--- src/rtl/lexp_pkg.sv ---
package lexp_pkg;
   localparam int unsigned LEXP_FIELD_W = 13;

   typedef enum logic {
      AUX_IDLE = 1'b0,
      AUX_RUN  = 1'b1
   } aux_state_e;
endpackage

--- src/rtl/lexp_seq.sv ---
module lexp_seq #(
   parameter int unsigned CNT_W   = 13,
   parameter bit          SKIP_EN = 1'b1
) (
   input  logic             clk,
   input  logic             rst_n,
   input  logic             vd_i,
   input  logic             arm_en_i,
   input  logic             trig_i,
   input  logic             skip_i,
   input  logic [CNT_W-1:0] sg_len_i,
   input  logic [CNT_W-1:0] sub_len_i,
   output logic             busy_o,
   output logic             adv_o,
   output logic             clr_o,
   output logic [CNT_W:0]   idx_o,
   output logic [CNT_W-1:0] sg_len_o,
   output logic [CNT_W-1:0] sub_len_o
);
   localparam int unsigned IDX_W = CNT_W + 1;

   logic             busy_q;
   logic [IDX_W-1:0] k_q;
   logic [CNT_W-1:0] sgl_q, subl_q;
   logic             skip_q;
   logic             skip_eff;
   logic             start;
   logic [IDX_W-1:0] k_nxt, j_nxt;
   logic [CNT_W-1:0] max_l;

   generate
      if (SKIP_EN) begin : g_skip
         assign skip_eff = skip_i;
      end else begin : g_noskip
         assign skip_eff = 1'b0;
      end
   endgenerate

   assign start = trig_i && arm_en_i && !busy_q;
   assign k_nxt = k_q + {{CNT_W{1'b0}}, 1'b1};
   assign j_nxt = k_nxt - {{CNT_W{1'b0}}, skip_q};
   assign max_l = (sgl_q > subl_q) ? sgl_q : subl_q;

   always_ff @(posedge clk) begin
      if (!rst_n) begin
         busy_q <= 1'b0;
         k_q    <= '0;
         sgl_q  <= '0;
         subl_q <= '0;
         skip_q <= 1'b0;
      end else if (!arm_en_i) begin
         busy_q <= 1'b0;
      end else if (start) begin
         busy_q <= 1'b1;
         k_q    <= '0;
         sgl_q  <= sg_len_i;
         subl_q <= sub_len_i;
         skip_q <= skip_eff;
      end else if (busy_q && vd_i) begin
         k_q    <= k_nxt;
         busy_q <= (j_nxt <= {1'b0, max_l});
      end
   end

   assign busy_o    = busy_q;
   assign adv_o     = busy_q && vd_i && arm_en_i;
   assign clr_o     = !arm_en_i;
   assign idx_o     = j_nxt;
   assign sg_len_o  = sgl_q;
   assign sub_len_o = subl_q;
endmodule

--- src/rtl/lexp_mask_win.sv ---
module lexp_mask_win #(
   parameter int unsigned CNT_W = 13
) (
   input  logic             clk,
   input  logic             rst_n,
   input  logic             clr_i,
   input  logic             adv_i,
   input  logic [CNT_W:0]   idx_i,
   input  logic [CNT_W-1:0] len_i,
   output logic             mask_o
);
   logic mask_q;

   always_ff @(posedge clk) begin
      if (!rst_n || clr_i) begin
         mask_q <= 1'b0;
      end else if (adv_i) begin
         mask_q <= (idx_i != '0) && (idx_i <= {1'b0, len_i});
      end
   end

   assign mask_o = mask_q;
endmodule

--- src/rtl/lexp_aux_cnt.sv ---
module lexp_aux_cnt
   import lexp_pkg::*;
#(
   parameter int unsigned CNT_W = 13
) (
   input  logic             clk,
   input  logic             rst_n,
   input  logic             vd_i,
   input  logic             en_i,
   input  logic             trig_i,
   input  logic [CNT_W-1:0] len_i,
   output logic             tc_o
);
   aux_state_e       st_q;
   logic [CNT_W-1:0] rem_q;
   logic             tc_q;

   always_ff @(posedge clk) begin
      if (!rst_n || !en_i) begin
         st_q  <= AUX_IDLE;
         rem_q <= '0;
         tc_q  <= 1'b0;
      end else begin
         tc_q <= 1'b0;
         case (st_q)
            AUX_IDLE: if (trig_i) begin
               st_q  <= AUX_RUN;
               rem_q <= len_i;
            end
            AUX_RUN: if (vd_i) begin
               if (rem_q <= {{(CNT_W-1){1'b0}}, 1'b1}) begin
                  tc_q <= 1'b1;
                  st_q <= AUX_IDLE;
               end else begin
                  rem_q <= rem_q - {{(CNT_W-1){1'b0}}, 1'b1};
               end
            end
            default: st_q <= AUX_IDLE;
         endcase
      end
   end

   assign tc_o = tc_q;
endmodule

--- src/rtl/lexp_mask_ctrl.sv ---
module lexp_mask_ctrl #(
   parameter int unsigned CNT_W   = lexp_pkg::LEXP_FIELD_W,
   parameter bit          SKIP_EN = 1'b1
) (
   input  logic             clk,
   input  logic             rst_n,
   input  logic             vd_i,
   input  logic             arm_en_i,
   input  logic             trig_i,
   input  logic             skip_first_i,
   input  logic [CNT_W-1:0] sg_len_i,
   input  logic [CNT_W-1:0] sub_len_i,
   input  logic             aux_en_i,
   input  logic             aux_trig_i,
   input  logic [CNT_W-1:0] aux_len_i,
   output logic             sg_mask_o,
   output logic             sub_mask_o,
   output logic             busy_o,
   output logic             aux_tc_o
);
   localparam int unsigned N_MASK = 2;

   generate
      if (CNT_W < 2 || CNT_W > 24) begin : g_bad_width
         $error("lexp_mask_ctrl: CNT_W must lie in 2..24");
      end
   endgenerate

   logic             adv, clr;
   logic [CNT_W:0]   idx;
   logic [CNT_W-1:0] sgl, subl;
   logic [CNT_W-1:0] len_arr [N_MASK];
   logic [N_MASK-1:0] mask_v;

   lexp_seq #(.CNT_W(CNT_W), .SKIP_EN(SKIP_EN)) u_seq (
      .clk       (clk),
      .rst_n     (rst_n),
      .vd_i      (vd_i),
      .arm_en_i  (arm_en_i),
      .trig_i    (trig_i),
      .skip_i    (skip_first_i),
      .sg_len_i  (sg_len_i),
      .sub_len_i (sub_len_i),
      .busy_o    (busy_o),
      .adv_o     (adv),
      .clr_o     (clr),
      .idx_o     (idx),
      .sg_len_o  (sgl),
      .sub_len_o (subl)
   );

   assign len_arr[0] = sgl;
   assign len_arr[1] = subl;

   generate
      for (genvar m = 0; m < N_MASK; m++) begin : g_mask
         lexp_mask_win #(.CNT_W(CNT_W)) u_win (
            .clk    (clk),
            .rst_n  (rst_n),
            .clr_i  (clr),
            .adv_i  (adv),
            .idx_i  (idx),
            .len_i  (len_arr[m]),
            .mask_o (mask_v[m])
         );
      end
   endgenerate

   assign sg_mask_o  = mask_v[0];
   assign sub_mask_o = mask_v[1];

   lexp_aux_cnt #(.CNT_W(CNT_W)) u_aux (
      .clk    (clk),
      .rst_n  (rst_n),
      .vd_i   (vd_i),
      .en_i   (aux_en_i),
      .trig_i (aux_trig_i),
      .len_i  (aux_len_i),
      .tc_o   (aux_tc_o)
   );
endmodule

--- config.mk ---
export PLATFORM = sky130hd
export DESIGN_NAME = lexp_mask_ctrl
export DESIGN_NICKNAME = d
export VERILOG_FILES = /design/src/rtl/lexp_pkg.sv /design/src/rtl/lexp_seq.sv /design/src/rtl/lexp_mask_win.sv /design/src/rtl/lexp_aux_cnt.sv /design/src/rtl/lexp_mask_ctrl.sv
export SDC_FILE = /design/constraint.sdc
export NUM_CORES = 1
export LEC_CHECK = 0
export BUFFER_PORTS_ARGS = -buffer_cell sky130_fd_sc_hd__buf_2
export CORE_UTILIZATION = 25
export CTS_BUF_LIST = sky130_fd_sc_hd__clkbuf_4 sky130_fd_sc_hd__clkbuf_8 sky130_fd_sc_hd__clkbuf_16
export DETAILED_ROUTE_END_ITERATION = 6
export PLACE_DENSITY_LB_ADDON = 0.05
export SYNTH_ARGS = -nofsm -noshare
export SYNTH_HDL_FRONTEND = slang
export SYNTH_SLANG_ARGS = --single-unit
--- constraint.sdc ---
create_clock -name clk -period 6.23 [get_ports clk]
set_input_delay 1.246 -clock clk [delete_from_list [all_inputs] [get_ports clk]]
set_output_delay 1.246 -clock clk [all_outputs]
set_load 0.03 [all_outputs]
==> results of run 1 <==
[critical path, stage by stage, from the launching register on]
cell and delay, ns:
dfxtp_1 0.34, inv_1 0.08, ha_1 0.28, and4_1 0.23, a2111oi_0 0.43, a31oi_1 0.15
o21a_1 0.20, o21ai_1 0.48, buf_4 0.30, mux2i_1 0.21, ha_1 0.26, a21o_1 0.15
a21o_1 0.17, a221oi_1 0.27, o21ai_0 0.11, a21o_1 0.19, a211oi_1 0.23, o21ai_0 0.16
a31oi_1 0.19
[routing by layer]
layer	vias to the layer above	share of wire [%]	global-route usage, %
met4	0	1.3	4.23
met2	59	46	26.5
li1	2173	-	-
met3	10	3.3	3.69
met1	1991	49	20.2
met5	-	0	0
[final cells by class]
class	instances	share of cell area (%)
clock buffer	15	5.54
clock inverter	1	0.0939
inverter	33	2.33
multi-input combinational	462	59.4
sequential	59	22.2
tap	229	5.38
timing repair buffer	53	5.12
[where the power goes]
| group | internal [W] | switching (W) |
|---|---|---|
| Sequential | 0.000391 | 0.0000175 |
| Combinational | 0.0000938 | 0.000120 |
| Clock | 0.000321 | 0.000180 |
[state kept, by name, summed over array words and instances (netlist names)]
signal               count
g_mask.u_win.mask_o      2
u_aux.rem_q             13
u_aux.st_q               1
u_aux.tc_o               1
u_seq.busy_o             1
u_seq.k_q               14
u_seq.sg_len_o          13
u_seq.skip_q             1
u_seq.sub_len_o         13
[kinds of logic (layout without fill, tap and decap cells)]
family,Yosys count,in the layout,share of synthesized area [%]
xor+xnor,24,24,4.55
buf+inv,66,102,6.04
mux,15,15,3.28
flops,59,59,25.6
fa+ha+maj,57,57,15.4
simple gates,215,215,22.7
compound gates,151,151,22.4
[cells in the mapped netlist, types with 4 or more instances]
master     instances  area, sq um
a21o_1            10         75.1
o21ai_0           28          140
xnor2_1           17          149
and2_1             7         43.8
ha_1              57          713
nor4_1             6         37.5
a211oi_1          12         90.1
a21boi_0          29          218
nor2b_1           11         68.8
o22ai_1            4         25.0
nor3_1             9         45.0
o21a_1             5         37.5
clkbuf_1          22         82.6
nand3_1           13         65.1
o211ai_1           5         37.5
inv_1             33          124
nand4_1           16          100
or3_1              5         31.3
a31oi_1            5         31.3
xor2_1             7         61.3
mux2i_1           14          140
nand2b_1           4         25.0
a22oi_1            7         52.6
buf_2              7         35.0
nor2_1            31          116
o2111ai_1          4         35.0
dfxtp_1           59         1180
nand2_1           91          342
and4_1             5         43.8
and3_1             6         37.5
a21oi_1           21          105
[final timing paths]
path	end
hold / removal	u_seq.sub_len_o[7]$_SDFFE_PN0P_
setup reg to reg	u_seq.busy_o$_SDFFE_PN0N_
hold reg to reg	u_seq.sub_len_o[7]$_SDFFE_PN0P_
setup / recovery	u_seq.busy_o$_SDFFE_PN0N_
[per-stage QoR]
| stage | total power [W] | hold WS, ns | cells |
|---|---|---|---|
| after floorplan | 0.000562 | 0.448 | 587 |
| after global placement | 0.000632 | 0.471 | 836 |
| after detailed placement | 0.000632 | 0.489 | 836 |
| after CTS | 0.00115 | 0.496 | 852 |
| after global routing | 0.00119 | 0.513 | 852 |
| final | 0.00112 | 0.486 | 852 |
[cell usage in the layout, fill, tap and decap left out, types with 7 or more instances in the layout]
cell type and count:
nand2_1 91, dfxtp_1 59, ha_1 57, buf_2 50, inv_1 33, nor2_1 30, a21boi_0 29, o21ai_0 28
a21oi_1 21, xnor2_1 17, nand4_1 16, mux2i_1 14, nand3_1 13, a211oi_1 12, nor2b_1 11, a21o_1 10
nor3_1 9, clkbuf_16 9, and2_1 7, a22oi_1 7, xor2_1 7
==> metrics.yaml, run 1 <==
cts-htree-levels: 3
synth_ff_type: "dfxtp_1"
drv_cap: 0
ys_seq_area_share_pct: 25.6
synth-async-reset-ratio_pct: 0
ant_nets: 0
start_util_pct: 25.6
min_path_cells: 2
grt_pass1_vias: 4090
status: "completed"
grt_pass1_wl_mm: 22.4
yosysUniqueCellTypes: 57
yosys_warnings: 0
reg2reg_from: "u_seq.sub_len_o[8]$_SDFFE_PN0P_"
drive_above_1_share_pct: 12.5
first_pass_iters: 4
synth_edf_count: 0
cts_hold_buffers: 0
clock_skew_ns: 0.00779
min_from: "u_seq.sub_len_o[7]$_SDFFE_PN0P_"
critPathKind: "flip-flop to flip-flop"
worstPathRequired_ns: 6.49
min_period_over_period_pct: 72.2
clk_pin_slew_worst_paths_ns: 0.05
vias: 4233
peakVddDrop_uv: 129
worstPathArrival_ns: 4.76
drc: 0
place_hpwl_mm: 10.6
worst_slack_ns: 1.73
grt_usage_pct: 15.8
worst_pin_slew_ns: 1.00
end_kind: "flip-flop"
setup_viol: 0
placed_area_sq_um: 5030
max_freq_mhz: 222
viasPerCell: 4.97
nFillCells: 1973
ctsRootBufferMaster: "clkbuf_16"
syn_nets: 691
final_cell_area_sq_um: 5330
preCtsSetupSlack_ns: 1.76
portBuffers: 50
cts_tree: "built"
die_x_microns: 138
path_max_fanout: 8
die_area_sq_um: 19000
antenna_found_initial: 0
layout.nets: 722
insertion_delay_ns: 0.34
fp.coreArea_sq_um: 18000
grt-ovfl-total: 0
rsz0062_at_grt: "false"
synthToLayoutAreaGrowth_pct: 15.3
syn_inst: 587
synthesis.area_sq_um: 4620
p_leak_nw: 2.18
routed_wl_mm: 14.1
startpoint: "u_seq.sub_len_o[8]$_SDFFE_PN0P_"
gp_routability_congestion: 0.784
clk_path_buf_depth: 2
ios: 51
maxSlewViolCount: 0
start_kind: "flip-flop"
hold_class: "flip-flop to flip-flop"
numCtsBuffers: 9
multi_input_area_sq_um: 3160
tns_ns: 0
ff2ff_path_depth: 18
slew_headroom_pct: 33.1
hold_viol_final: 0
wl_per_cell_microns: 16.5
syn_avg_cell_area_sq_um: 7.87
drtIter0Drc: 205
num_antenna_cells: 0
num_rows: 49
cts.sinks: 59
synth-seq-cells: 59
postCtsSetupRepairBufs: 0
r2r_slack_ns: 1.73
pwr_density_cell_nw_per_um2: 211
fp.dieH_microns: 138
seqCellArea_sq_um: 1180
period_needed_ns: 4.50
cts-resized-gates: 0
grt_max_degree: 47
final_util_pct: 29.6
Note: power is estimated with default switching activity, not from simulation.
==> run 2, diff against run 1 <==
==> constraint.sdc (replaced) <==
create_clock -name clk -period 4 [get_ports clk]
set_input_delay 0.8 -clock clk [delete_from_list [all_inputs] [get_ports clk]]
set_output_delay 0.8 -clock clk [all_outputs]
set_load 0.03 [all_outputs]
==> run 2 against run 1 <==
Effect of this change:
- global-route usage up 0.51 points
- utilization increased by 1.9 points
- total power rose by 66%
- final area is 6.3% higher
- critical path depth down 3
- clock skew about the same
- sequential cell count unchanged
- sequential power up 55%
- routed wire length rose by 2.9%
- register-to-register slack got worse by 1.5 ns
- cell count up 4.0%
- highest routed layer unchanged
==> metrics.yaml, run 2 (synthesized netlist as in run 1, its figures left out) <==
status: "completed"  # unchanged
period_needed_ns: 3.75  # was 4.50 ns
wl_per_cell_microns: 16.3  # was 16.5 microns
hold_viol_final: 0  # unchanged
gp_routability_congestion: 0.878  # was 0.784
vias: 4378  # was 4,233
viasPerCell: 4.94  # was 4.97
cts.sinks: 59  # unchanged
fp.dieH_microns: 138  # unchanged
synthToLayoutAreaGrowth_pct: 22.6  # was 15.3%
clkPwrFrac_pct: 44.4  # was 44.6%
grt-ovfl-total: 0  # unchanged
largest_register_ffs: 14  # unchanged
insertion_delay_ns: 0.34  # about the same
first_pass_iters: 4  # unchanged
preCtsSetupSlack_ns: -0.00160  # was 1.76 ns
cts_hold_buffers: 0  # unchanged
num_antenna_cells: 0  # unchanged
drtIter0Drc: 212  # was 205
critPathKind: "flip-flop to flip-flop"  # unchanged
grt_usage_pct: 16.3  # was 15.8%
drv_cap: 0  # unchanged
worst_pin_slew_ns: 0.978  # was 1.00 ns
fp.coreArea_sq_um: 18000  # unchanged
clock_skew_ns: 0.00774  # was 0.00779 ns
grt_pass1_wl_mm: 23.1  # was 22.4 mm
place_hpwl_mm: 11.0  # was 10.6 mm
final_common_cell: "nand2_1"  # unchanged
combPwrFrac_pct: 21.6  # was 19.0%
worst_slack_ns: 0.248  # was 1.73 ns
end_kind: "flip-flop"  # unchanged
whs_ns: 0.462  # was 0.486 ns
hold_class: "flip-flop to flip-flop"  # unchanged
pwr_density_cell_nw_per_um2: 329  # was 211 nW/um^2
min_period_over_period_pct: 93.8  # was 72.2%
final_cell_mix: "nand2_1, dfxtp_1, ha_1"  # unchanged
ant_nets: 0  # unchanged
start_util_pct: 25.6  # unchanged
worstPathArrival_ns: 3.98  # was 4.76 ns
cts-htree-levels: 3  # unchanged
power.switching_w: 0.000510  # was 0.000318 W
portBuffers: 50  # unchanged
slew_headroom_pct: 34.8  # was 33.1%
setup_viol: 0  # unchanged
switching_share_pct: 27.3  # was 28.3%
peakVddDrop_uv: 200  # was 129 uV
worstPathRequired_ns: 4.23  # was 6.49 ns
ctsRootBufferMaster: "clkbuf_16"  # unchanged
largest_register: "u_seq.k_q"  # unchanged
antenna_found_initial: 0  # unchanged
path_max_fanout: 13  # was 8
ios: 51  # unchanged
cts_tree: "built"  # unchanged
drc: 0  # unchanged
clk_path_buf_depth: 2  # unchanged
die_area_sq_um: 19000  # unchanged
grt_max_degree: 47  # unchanged
seq_power_share_pct: 34.0  # was 36.4%
die_x_microns: 138  # unchanged
start_kind: "flip-flop"  # unchanged
num_rows: 49  # unchanged
p_int_w: 0.00136  # was 0.000806 W
numCtsBuffers: 9  # unchanged
max_freq_mhz: 267  # was 222 MHz
maxSlewViolCount: 0  # unchanged
nFillCells: 1991  # was 1,973
p_leak_nw: 2.39  # was 2.18 nW
final_util_pct: 31.4  # was 29.6%
drive_above_1_share_pct: 18.7  # was 12.5%
layout.nets: 759  # was 722
clk_pin_slew_worst_paths_ns: 0.05  # about the same
grt_pass1_vias: 4268  # was 4,090
routed_wl_mm: 14.5  # was 14.1 mm
-- run 2: layer usage --
metal	up-vias	routed length [microns]	global-route usage, %
met5	-	0	0
met4	0	266	6.76
met3	14	421	2.56
met2	64	6820	27.4
met1	2054	6970	20.7
li1	2246	-	-
-- run 2: cell type report --
type                    count  area [sq um]  share of cell area [%]
well taps                 229           287                    5.06
repair buffers             90           551                    9.72
clock inverters             3          65.1                    1.15
inverters                  33           124                    2.19
clock buffers              10           239                    4.22
flip-flops and latches     59          1180                    20.8
multi-input cells         462          3220                    56.8
-- run 2: critical path, cell delays in order, from the launching register on --
cell and delay, ns:
dfxtp_1 0.60, and3_1 0.43, nand4_1 0.20, a211oi_4 0.32
mux2i_1 0.25, xor2_1 0.10, buf_4 0.17, ha_1 0.30
nand4_1 0.18, nor2_1 0.14, o21ai_0 0.11, o2111ai_1 0.13
o211ai_1 0.14, a211oi_2 0.32, buf_4 0.18, o21ai_1 0.05
-- run 2: through the flow --
stage          cell area [sq um]  instances  power (W)     TNS, ns
2_1_floorplan               4620        587   0.000876           0
3_3_place_gp                5290        871    0.00102           0
3_5_place_dp                5290        871    0.00103    -0.00160
4_1_cts                     5600        884    0.00188           0
5_1_grt                     5670        886    0.00197  -0.0000639
6_report                    5670        886    0.00186           0
-- run 2: path summary, 6_finish.rpt --
path	cells past startpoint	start	slack, ns	end
worst max-delay path	15	u_seq.k_q[2]$_SDFFE_PN0P_	0.25	g_mask[1].u_win.mask_o$_SDFFE_PN0P_
worst min-delay path	2	g_mask[1].u_win.mask_o$_SDFFE_PN0P_	0.46	g_mask[1].u_win.mask_o$_SDFFE_PN0P_
worst max register to register	15	u_seq.k_q[2]$_SDFFE_PN0P_	0.25	g_mask[1].u_win.mask_o$_SDFFE_PN0P_
worst min register to register	2	g_mask[1].u_win.mask_o$_SDFFE_PN0P_	0.46	g_mask[1].u_win.mask_o$_SDFFE_PN0P_
-- run 2: repair_timing --
item	CTS	global route
buffers inserted	0	2
endpoints found under the setup margin	1	3
pin swaps	0	2
resized for setup	1	13
-- run 2: power by group through the flow --
stage	logic (W)	registers, W	clock network [W]
floorplan	0.000238	0.000637	0
global placement	0.000378	0.000645	0
detailed placement	0.000381	0.000645	0
CTS	0.000384	0.000633	0.000862
global route	0.000450	0.000636	0.000883
finish	0.000403	0.000633	0.000828
